[src/rtl/rs_ecc_pkg.sv]
package rs_ecc_pkg;

  typedef enum logic [1:0] {
    ST_ACCEPT = 2'd0,
    ST_EMIT   = 2'd1,
    ST_HOLD   = 2'd2
  } enc_state_e;

  // GF(2^w) multiply, w <= 15, poly holds the low w bits of the field polynomial
  function automatic logic [15:0] gf_mul_w(logic [15:0] a, logic [15:0] b, int w, logic [15:0] poly);
    logic [15:0] r;
    logic [15:0] full;
    r    = '0;
    full = poly | (16'd1 << w);
    for (int i = 15; i >= 0; i--) begin
      r = {r[14:0], 1'b0};
      if (r[w]) r = r ^ full;
      if (i < w && b[i]) r = r ^ a;
    end
    return r;
  endfunction

  // coefficient k of prod_{i<npar}(x + alpha^i)
  function automatic logic [15:0] gen_coef(int npar, int k, int w, logic [15:0] poly);
    logic [15:0] g [33];
    logic [15:0] root;
    for (int j = 0; j < 33; j++) g[j] = '0;
    g[0] = 16'd1;
    root = 16'd1;
    for (int i = 0; i < npar; i++) begin
      for (int j = i + 1; j >= 1; j--) g[j] = g[j-1] ^ gf_mul_w(g[j], root, w, poly);
      g[0] = gf_mul_w(g[0], root, w, poly);
      root = gf_mul_w(root, 16'd2, w, poly);
    end
    return g[k];
  endfunction

endpackage

[src/rtl/rs_gf_cmul.sv]
module rs_gf_cmul #(
  parameter int          SYM_W = 10,
  parameter logic [15:0] POLY  = 16'h0009,
  parameter logic [15:0] CONST = 16'h0001
) (
  input  logic [SYM_W-1:0] a_i,
  output logic [SYM_W-1:0] p_o
);
  import rs_ecc_pkg::*;

  logic [SYM_W-1:0] term [SYM_W];

  for (genvar j = 0; j < SYM_W; j++) begin : g_col
    localparam logic [15:0] COL = gf_mul_w(CONST, 16'd1 << j, SYM_W, POLY);
    assign term[j] = a_i[j] ? COL[SYM_W-1:0] : '0;
  end

  always_comb begin
    p_o = '0;
    for (int j = 0; j < SYM_W; j++) p_o = p_o ^ term[j];
  end
endmodule

[src/rtl/rs_lfsr.sv]
module rs_lfsr #(
  parameter int          SYM_W = 10,
  parameter int          NPAR  = 8,
  parameter logic [15:0] POLY  = 16'h0009
) (
  input  logic                  clk_i,
  input  logic                  rst_ni,
  input  logic                  clr_i,
  input  logic                  shift_i,
  input  logic [SYM_W-1:0]      sym_i,
  output logic [NPAR*SYM_W-1:0] par_o
);
  import rs_ecc_pkg::*;

  logic [SYM_W-1:0] q_q  [NPAR];
  logic [SYM_W-1:0] prod [NPAR];
  logic [SYM_W-1:0] fb;

  assign fb = sym_i ^ q_q[NPAR-1];

  for (genvar k = 0; k < NPAR; k++) begin : g_tap
    localparam logic [15:0] GK = gen_coef(NPAR, k, SYM_W, POLY);
    rs_gf_cmul #(.SYM_W(SYM_W), .POLY(POLY), .CONST(GK)) u_mul (
      .a_i(fb),
      .p_o(prod[k])
    );
    assign par_o[k*SYM_W +: SYM_W] = q_q[k];

    always_ff @(posedge clk_i or negedge rst_ni) begin
      if (!rst_ni)      q_q[k] <= '0;
      else if (clr_i)   q_q[k] <= '0;
      else if (shift_i) begin
        if (k == 0) q_q[k] <= prod[k];
        else        q_q[k] <= q_q[(k == 0) ? 0 : k-1] ^ prod[k];
      end
    end
  end

  assert_clr_zero_R8: assert property (@(posedge clk_i) disable iff (!rst_ni)
    clr_i |=> (par_o == '0));
endmodule

[src/rtl/rs_par_emit.sv]
module rs_par_emit #(
  parameter int SYM_W = 10,
  parameter int NPAR  = 8
) (
  input  logic                  clk_i,
  input  logic                  rst_ni,
  input  logic                  clr_i,
  input  logic                  go_i,
  input  logic [NPAR*SYM_W-1:0] par_i,
  output logic                  valid_o,
  output logic [SYM_W-1:0]      sym_o,
  output logic                  done_o,
  output logic                  last_o
);
  localparam int IDX_W = (NPAR > 1) ? $clog2(NPAR) : 1;

  logic             active_q;
  logic [IDX_W-1:0] idx_q;
  logic [SYM_W-1:0] words [NPAR];

  for (genvar k = 0; k < NPAR; k++) begin : g_word
    assign words[k] = par_i[(NPAR-1-k)*SYM_W +: SYM_W];
  end

  assign valid_o = active_q;
  assign sym_o   = words[idx_q];
  assign done_o  = active_q && (idx_q == '0);
  assign last_o  = active_q && (idx_q == IDX_W'(NPAR-1));

  always_ff @(posedge clk_i or negedge rst_ni) begin
    if (!rst_ni) begin
      active_q <= 1'b0;
      idx_q    <= '0;
    end else if (clr_i) begin
      active_q <= 1'b0;
      idx_q    <= '0;
    end else if (go_i) begin
      active_q <= 1'b1;
      idx_q    <= '0;
    end else if (active_q) begin
      active_q <= !last_o;
      idx_q    <= last_o ? '0 : idx_q + 1'b1;
    end
  end

  assert_done_pulse_R5: assert property (@(posedge clk_i) disable iff (!rst_ni)
    done_o |=> !done_o);
  assert_emit_len_R4: assert property (@(posedge clk_i) disable iff (!rst_ni)
    last_o |=> !valid_o);
endmodule

[src/rtl/rs_ecc_enc.sv]
module rs_ecc_enc #(
  parameter int          DATA_W  = 8,
  parameter int          SYM_W   = 10,
  parameter int          NPAR    = 8,
  parameter int          PKT_LEN = 512,
  parameter logic [15:0] POLY    = 16'h0009
) (
  input  logic                  clk_i,
  input  logic                  rst_ni,
  input  logic                  start_i,
  input  logic                  data_valid_i,
  input  logic [DATA_W-1:0]     data_i,
  output logic                  data_ready_o,
  output logic                  par_valid_o,
  output logic [SYM_W-1:0]      par_sym_o,
  output logic                  done_o,
  output logic [NPAR*SYM_W-1:0] par_bytes_o
);
  import rs_ecc_pkg::*;

  localparam int CNT_W = (PKT_LEN > 1) ? $clog2(PKT_LEN) : 1;

  enc_state_e       state_q;
  logic [CNT_W-1:0] cnt_q;
  logic             accept, last_acc, emit_last;
  logic [SYM_W-1:0] sym_in;

  assign sym_in       = {{(SYM_W-DATA_W){1'b0}}, data_i};
  assign data_ready_o = (state_q == ST_ACCEPT) && !start_i;
  assign accept       = data_valid_i && data_ready_o;
  assign last_acc     = accept && (cnt_q == CNT_W'(PKT_LEN-1));

  always_ff @(posedge clk_i or negedge rst_ni) begin
    if (!rst_ni) begin
      state_q <= ST_ACCEPT;
      cnt_q   <= '0;
    end else if (start_i) begin
      state_q <= ST_ACCEPT;
      cnt_q   <= '0;
    end else begin
      if (accept) cnt_q <= last_acc ? '0 : cnt_q + 1'b1;
      case (state_q)
        ST_ACCEPT: if (last_acc)  state_q <= ST_EMIT;
        ST_EMIT:   if (emit_last) state_q <= ST_HOLD;
        default:   state_q <= ST_HOLD;
      endcase
    end
  end

  rs_lfsr #(.SYM_W(SYM_W), .NPAR(NPAR), .POLY(POLY)) u_lfsr (
    .clk_i  (clk_i),
    .rst_ni (rst_ni),
    .clr_i  (start_i),
    .shift_i(accept),
    .sym_i  (sym_in),
    .par_o  (par_bytes_o)
  );

  rs_par_emit #(.SYM_W(SYM_W), .NPAR(NPAR)) u_emit (
    .clk_i  (clk_i),
    .rst_ni (rst_ni),
    .clr_i  (start_i),
    .go_i   (last_acc),
    .par_i  (par_bytes_o),
    .valid_o(par_valid_o),
    .sym_o  (par_sym_o),
    .done_o (done_o),
    .last_o (emit_last)
  );

  assert_hold_stable_R6: assert property (@(posedge clk_i) disable iff (!rst_ni)
    (!data_ready_o && !start_i) |=> $stable(par_bytes_o));
  assert_ready_excl_R7: assert property (@(posedge clk_i) disable iff (!rst_ni)
    !(data_ready_o && par_valid_o));
  assert_last_to_done_R5: assert property (@(posedge clk_i) disable iff (!rst_ni)
    (last_acc && !start_i) |=> done_o);
endmodule

[config.mk]
export PLATFORM = sky130hd
export DESIGN_NAME = rs_ecc_enc
export DESIGN_NICKNAME = d
export VERILOG_FILES = /design/src/rtl/rs_ecc_pkg.sv /design/src/rtl/rs_gf_cmul.sv /design/src/rtl/rs_lfsr.sv /design/src/rtl/rs_par_emit.sv /design/src/rtl/rs_ecc_enc.sv
export SDC_FILE = /design/constraint.sdc
export NUM_CORES = 1
export LEC_CHECK = 0
export ABC_CLOCK_PERIOD_IN_PS = 3100
export CORE_MARGIN = 2
export CORE_UTILIZATION = 30
export CTS_BUF_LIST = sky130_fd_sc_hd__clkbuf_4 sky130_fd_sc_hd__clkbuf_8 sky130_fd_sc_hd__clkbuf_16
export CTS_CLUSTER_DIAMETER = 60
export DETAILED_ROUTE_END_ITERATION = 6
export PLACE_DENSITY_LB_ADDON = 0.05
export SLEW_MARGIN = 30
export SYNTH_ARGS = -nofsm -noshare
export SYNTH_HDL_FRONTEND = slang
export SYNTH_SLANG_ARGS = --single-unit
[constraint.sdc]
create_clock -name clk_i -period 3.1 [get_ports clk_i]
set_input_delay 0.62 -clock clk_i [delete_from_list [all_inputs] [get_ports clk_i]]
set_output_delay 0.62 -clock clk_i [all_outputs]
set_load 0.01 [all_outputs]
==> results of run 1 <==
[worst max-delay path: stages, from the launching register on]
cell	delay [ns]
dfrtp_1	0.34
buf_4	0.25
mux4_2	0.58
mux2_2	0.29
clkdlybuf4s50_1	0.48
[final cells by class]
type                    instances  share of cell area [%]
flip-flops and latches         95                    29.1
multi-input cells             436                    47.1
clock buffers                  12                    3.10
inverters                       2                  0.0917
repair buffers                137                    16.2
well taps                     275                    4.20
clock inverters                 3                   0.245
[power by group]
part           internal (mW)  switching (mW)
logic                   3.37            3.11
clock network          0.580           0.510
registers               1.62           0.572
total                   5.57            4.20
[kinds of logic (layout without fill, tap and decap cells)]
logic type	count (synthesis)	after routing	share of synthesized area, %
xor gates and xnor gates	192	192	33.2
muxes	31	31	9.10
adders and majority gates	5	5	0.985
buffers and inverters	33	154	2.05
and+or+nand+nor	126	126	10.1
DFF	95	95	37.4
AOI/OAI and AO/OA	82	82	7.07
[final timing paths]
path                       cells after the start                to  slack [ns]
hold reg to reg                                1        state_q[0]        0.49
min in group clk_i                             1        state_q[0]        0.49
hold / removal                                 1  u_lfsr.par_o[75]        0.24
setup / recovery                               4      par_sym_o[9]        0.16
setup reg to reg                               5  u_lfsr.par_o[63]        0.68
max in group asynchronous                      2   u_lfsr.par_o[8]        2.10
[per-stage QoR]
stage / hold slack, ns / area, um^2
3_5_place_dp: 0.480 / 7910
6_report: 0.241 / 8180
2_1_floorplan: 0.324 / 6350
5_1_grt: 0.284 / 8180
3_3_place_gp: 0.486 / 7910
4_1_cts: 0.260 / 8180
[sequential cells by signal (all words and copies together) (netlist names)]
name	flops
u_emit.valid_o	1
u_lfsr.par_o	80
state_q	2
cnt_q	9
u_emit.idx_q	3
[synthesized netlist by cell type]
| cell | number |
|---|---|
| buf_1 | 4 |
| o21ai_1 | 9 |
| xnor2_1 | 113 |
| and2_1 | 1 |
| xor2_4 | 4 |
| xnor3_2 | 1 |
| xor2_1 | 45 |
| nor3_1 | 2 |
| nand2_1 | 64 |
| ha_1 | 5 |
| a21oi_1 | 4 |
| buf_4 | 1 |
| xnor2_2 | 13 |
| xnor3_1 | 9 |
| a31oi_1 | 1 |
| xor2_2 | 1 |
| mux4_2 | 19 |
| nand2b_1 | 3 |
| o22ai_1 | 1 |
| xnor2_4 | 5 |
| mux4_1 | 1 |
| nand3b_1 | 34 |
| nand4_1 | 5 |
| o31ai_1 | 1 |
| inv_1 | 2 |
| clkbuf_1 | 24 |
| o21ai_0 | 56 |
| and3_1 | 3 |
| a21o_1 | 3 |
| nor2b_1 | 1 |
| dfrtp_1 | 95 |
| buf_2 | 2 |
| nor2_1 | 11 |
| xor3_1 | 1 |
| mux2_2 | 11 |
| a22o_1 | 7 |
| nor3b_1 | 2 |
[metal layers]
layer | share of wire (%) | global-route usage (%) | vias up
met1 | 47 | 28.4 | 2357
met5 | 0 | 0 | -
li1 | - | - | 2145
met4 | 1.5 | 5.71 | 0
met2 | 48 | 32.0 | 112
met3 | 4.0 | 2.62 | 18
==> results.tsv, run 1 <==
metric	value	unit
Sink Count	95	
vias after detailed routing	4632	
most frequent cells in the layout	113 x xnor2_1, 103 x clkdlybuf4s50_1, 95 x dfrtp_1	
Ys Warns	0	
minimum clock period	2.94	ns
Post-Synthesis Cell Area	6350	um^2
Leak Pwr	3.31	nW
CP Launch Type	flop	
DR vias/cell	4.83	
Max clock buf depth	2	
Peak supply drop	493	uV
gr usage total	20.0	%
final setup vio count	0	
Yosys cell types	37	
layout cells sized above 1	15.3	%
commonest non-fill, non-tap cell in the layout	xnor2_1	
die area	22300	um^2
Net Count, Synth	581	
clock latency on the worst-skew pair	0.36	ns
Worst slew margin	40.1	%
worst setup path start	u_emit.idx_q[0]	
initial antenna violation count	0	
diodes inserted	0	
CTS buffer count	9	
PortBufs	104	
Crit path required time	2.48	ns
vias in the first global route	4867	
critical path arrival	2.32	ns
core area	20900	um^2
Slew @ Worst Pin	0.895	ns
chip width	149	um
Avg WL per Cell	22.3	um
DR iter-0 viols	187	
Residual DRC	0	
Yosys top cell by area	dfrtp_1	
Die Y	149	um
largest net degree at the start of global routing	60	
Final Max Slew Viols	0	
final cell utilization of the core	39.2	%
final hold violation count	0	
CTS root buf	clkbuf_16	
crit path kind	reg -> out	
syn_area_per_cell	11.3	um^2
pre-CTS setup slack	0.107	ns
Cells after DPL	945	
DRT Pass-1 Iters	4	
final setup margin	0.161	ns
RSZ-0062 raised after global routing	no	
first-pass GRT wire length	32300	um
CTS tree	built	
H-tree Lvls	3	
post-DP HPWL	15500	um
fill count	2059	
Max Cap Viol	0	
#FFs+latches synth	95	
skew final	0.00675	ns
setup_tns	0	ns
Reg2Reg Launch Point	u_lfsr.par_o[74]	
Pwr Total	9.76	mW
top post-synthesis cells by area	dfrtp_1 37%, xnor2_1 16%, mux4_2 6.7%, xor2_1 6.2%, o21ai_0 4.4%	
synthesis-to-layout area growth	28.9	%
quantity of gates resized following cts	0	
CTS hold repair buffers	0	
Storage cell area	2380	um^2
final worst path period share	94.8	%
Starting Density	30.4	%
area of the multi-input gates	3860	um^2
Antenna Violating Nets Remaining	0	
Synth top area share	37.4	%
Max Clk Rate	0.340	GHz
pwr/cell area	1190	nW/um^2
crit-path max FO	11	
GR Overflow Total	0	
row cnt	53	
Clock Pin Slew Worst Setup and Hold Paths	0.07	ns
# IOs	105	
routability cong.	0.800	
Hold WC Path Type	in -> async	
Post-Route WL	21400	um
nets	698	
status	finished, final reports clean	
sequential fraction of the synthesis area	37.4	%
Post-Layout Cell Count	960	
Critical Path End Type	output port	
Mapped Cells	564	
number of setup buffers added after CTS	0	
(Power assumes the default switching activity.)
==> run 2, diff against run 1 <==
--- a/config.mk
+++ b/config.mk
@@ -7,7 +7,7 @@
 export LEC_CHECK = 0
 export ABC_CLOCK_PERIOD_IN_PS = 3100
 export CORE_MARGIN = 2
-export CORE_UTILIZATION = 30
+export CORE_UTILIZATION = 54
 export CTS_BUF_LIST = sky130_fd_sc_hd__clkbuf_4 sky130_fd_sc_hd__clkbuf_8 sky130_fd_sc_hd__clkbuf_16
 export CTS_CLUSTER_DIAMETER = 60
 export DETAILED_ROUTE_END_ITERATION = 6
==> run 2 against run 1 <==
  * Combinational power shrank 2%
  * Worst setup slack lost 0.0033 ns
  * Largest power group unchanged
  * Critical endpoint is now par_sym_o[5]
  * Maximum frequency shrank 0.11%
  * Flip-flop and latch count is the same
  * Wire length shrank 18%
  * Utilization grew 31 points
  * Via count grew 2.5%
==> results.tsv, run 2 (synthesized netlist as in run 1, its figures left out) <==
metric	value	unit	change
Pint	5.86	mW	was 5.57 mW
max FFs per register	80		unchanged
vias after detailed routing	4748		was 4,632
largest net degree at the start of global routing	98		was 60
row cnt	39		was 53
CP Launch Type	flop		unchanged
worst hold margin	0.309	ns	was 0.241 ns
crit path kind	reg -> out		unchanged
CTS hold repair buffers	0		unchanged
CTS root buf	clkbuf_16		unchanged
critical path arrival	2.32	ns	about the same
Sink Count	95		unchanged
Critical Path End Type	output port		unchanged
final worst path period share	94.9	%	was 94.8%
clock latency on the worst-skew pair	0.35	ns	was 0.36 ns
H-tree Lvls	3		unchanged
quantity of gates resized following cts	0		unchanged
status	finished, final reports clean		unchanged
Pwr Total	9.85	mW	was 9.76 mW
Avg WL per Cell	21.1	um	was 22.3 um
Leak Pwr	3.35	nW	was 3.31 nW
crit-path max FO	11		unchanged
Post-DP Area	7720	um^2	was 7910 um^2
diodes inserted	0		unchanged
Max Cap Viol	0		unchanged
Max clock buf depth	2		unchanged
Antenna Violating Nets Remaining	0		unchanged
CTS buffer count	9		unchanged
PortBufs	104		unchanged
Post-Layout Cell Count	828		was 960
minimum clock period	2.94	ns	about the same
final setup margin	0.158	ns	was 0.161 ns
gr usage total	29.2	%	was 20.0%
most frequent cells in the layout	113 x xnor2_1, 103 x clkdlybuf4s50_1, 95 x dfrtp_1		unchanged
Net Sw Frac	40.5	%	was 43.0%
Worst slew margin	47.5	%	was 40.1%
vias in the first global route	4792		was 4,867
RSZ-0062 raised after global routing	no		unchanged
Clk pwr share	13.8	%	was 11.2%
final cell utilization of the core	70.5	%	was 39.2%
Hold WC Path Type	in -> async		unchanged
die area	12600	um^2	was 22,300 um^2
routability cong.	0.879		was 0.800
Reg power frac	22.0	%	was 22.4%
DR iter-0 viols	305		was 187
CTS tree	built		unchanged
# IOs	105		unchanged
Residual DRC	0		unchanged
first-pass GRT wire length	28300	um	was 32,300 um
final setup vio count	0		unchanged
Die Y	112	um	was 149 um
Cells after DPL	812		was 945
Starting Density	55.4	%	was 30.4%
post-DP HPWL	12300	um	was 15,500 um
Max Clk Rate	0.340	GHz	about the same
synthesis-to-layout area growth	27.4	%	was 28.9%
commonest non-fill, non-tap cell in the layout	xnor2_1		unchanged
design area	8090	um^2	was 8180 um^2
Final Max Slew Viols	0		unchanged
Psw	3.99	mW	was 4.20 mW
Clock Pin Slew Worst Setup and Hold Paths	0.07	ns	about the same
Crit path required time	2.48	ns	about the same
Comb power frac	64.2	%	was 66.4%
DR vias/cell	5.73		was 4.83
final hold violation count	0		unchanged
Peak supply drop	651	uV	was 493 uV
GR Overflow Total	0		unchanged
setup_tns	0	ns	unchanged
initial antenna violation count	0		unchanged
layout cells sized above 1	15.3	%	unchanged
nets	697		was 698
number of setup buffers added after CTS	0		unchanged
pwr/cell area	1220	nW/um^2	was 1190 nW/um^2
skew final	0.00921	ns	was 0.00675 ns
DRT Pass-1 Iters	5		was 4
core area	11500	um^2	was 20,900 um^2
Post-Route WL	17500	um	was 21,400 um
Slew @ Worst Pin	0.788	ns	was 0.895 ns
pre-CTS setup slack	0.170	ns	was 0.107 ns
chip width	112	um	was 149 um
## run 2: changes by cell type in the layout (fill, tap and decap cells not counted), sizes merged
cell / change
inv: +1
bufinv: +3
clkinv: -1
buf: -1
clkinvlp: -2
## run 2: layout make-up
type,instances,area [um^2]
Fill cell,865,3380
Tap cell,143,179
Timing Repair Buffer,136,1300
Sequential cell,95,2380
Multi-Input combinational cell,436,3860
Inverter,2,7.51
Clock inverter,4,98.8
Clock buffer,12,267
## run 2: critical path, stage by stage (launching register included)
cell and delay, ns:
dfrtp_1 0.35, buf_4 0.24, mux4_2 0.60, mux2_2 0.30, clkdlybuf4s50_1 0.47
## run 2: power groups by stage
stage / registers, mW / logic (mW) / clock network (mW)
after floorplan: 2.18 / 4.09 / 0
after global placement: 2.15 / 6.23 / 0
after detailed placement: 2.17 / 6.29 / 0
after CTS: 2.15 / 6.35 / 1.37
after global routing: 2.22 / 6.81 / 1.42
final: 2.16 / 6.33 / 1.36
## run 2: path summary, 6_finish.rpt
path | start | cells past startpoint | to | slack (ns)
setup reg to reg | u_lfsr.par_o[78] | 6 | u_lfsr.par_o[13] | 0.67
min in group clk_i | state_q[1] | 1 | state_q[0] | 0.51
setup / recovery | u_emit.idx_q[1] | 4 | par_sym_o[5] | 0.16
hold / removal | rst_ni | 2 | u_lfsr.par_o[55] | 0.31
max in group asynchronous | rst_ni | 2 | u_lfsr.par_o[35] | 2.37
hold reg to reg | state_q[1] | 1 | state_q[0] | 0.51
## run 2: metal layers
layer  track usage, %  vias to the layer above  part of all wire (%)
met3             4.54                       32                   6.1
li1                 -                     2149                     -
met2             44.7                      191                    47
met4             10.2                        0                   2.6
met5                0                        -                     0
met1             42.9                     2376                    44
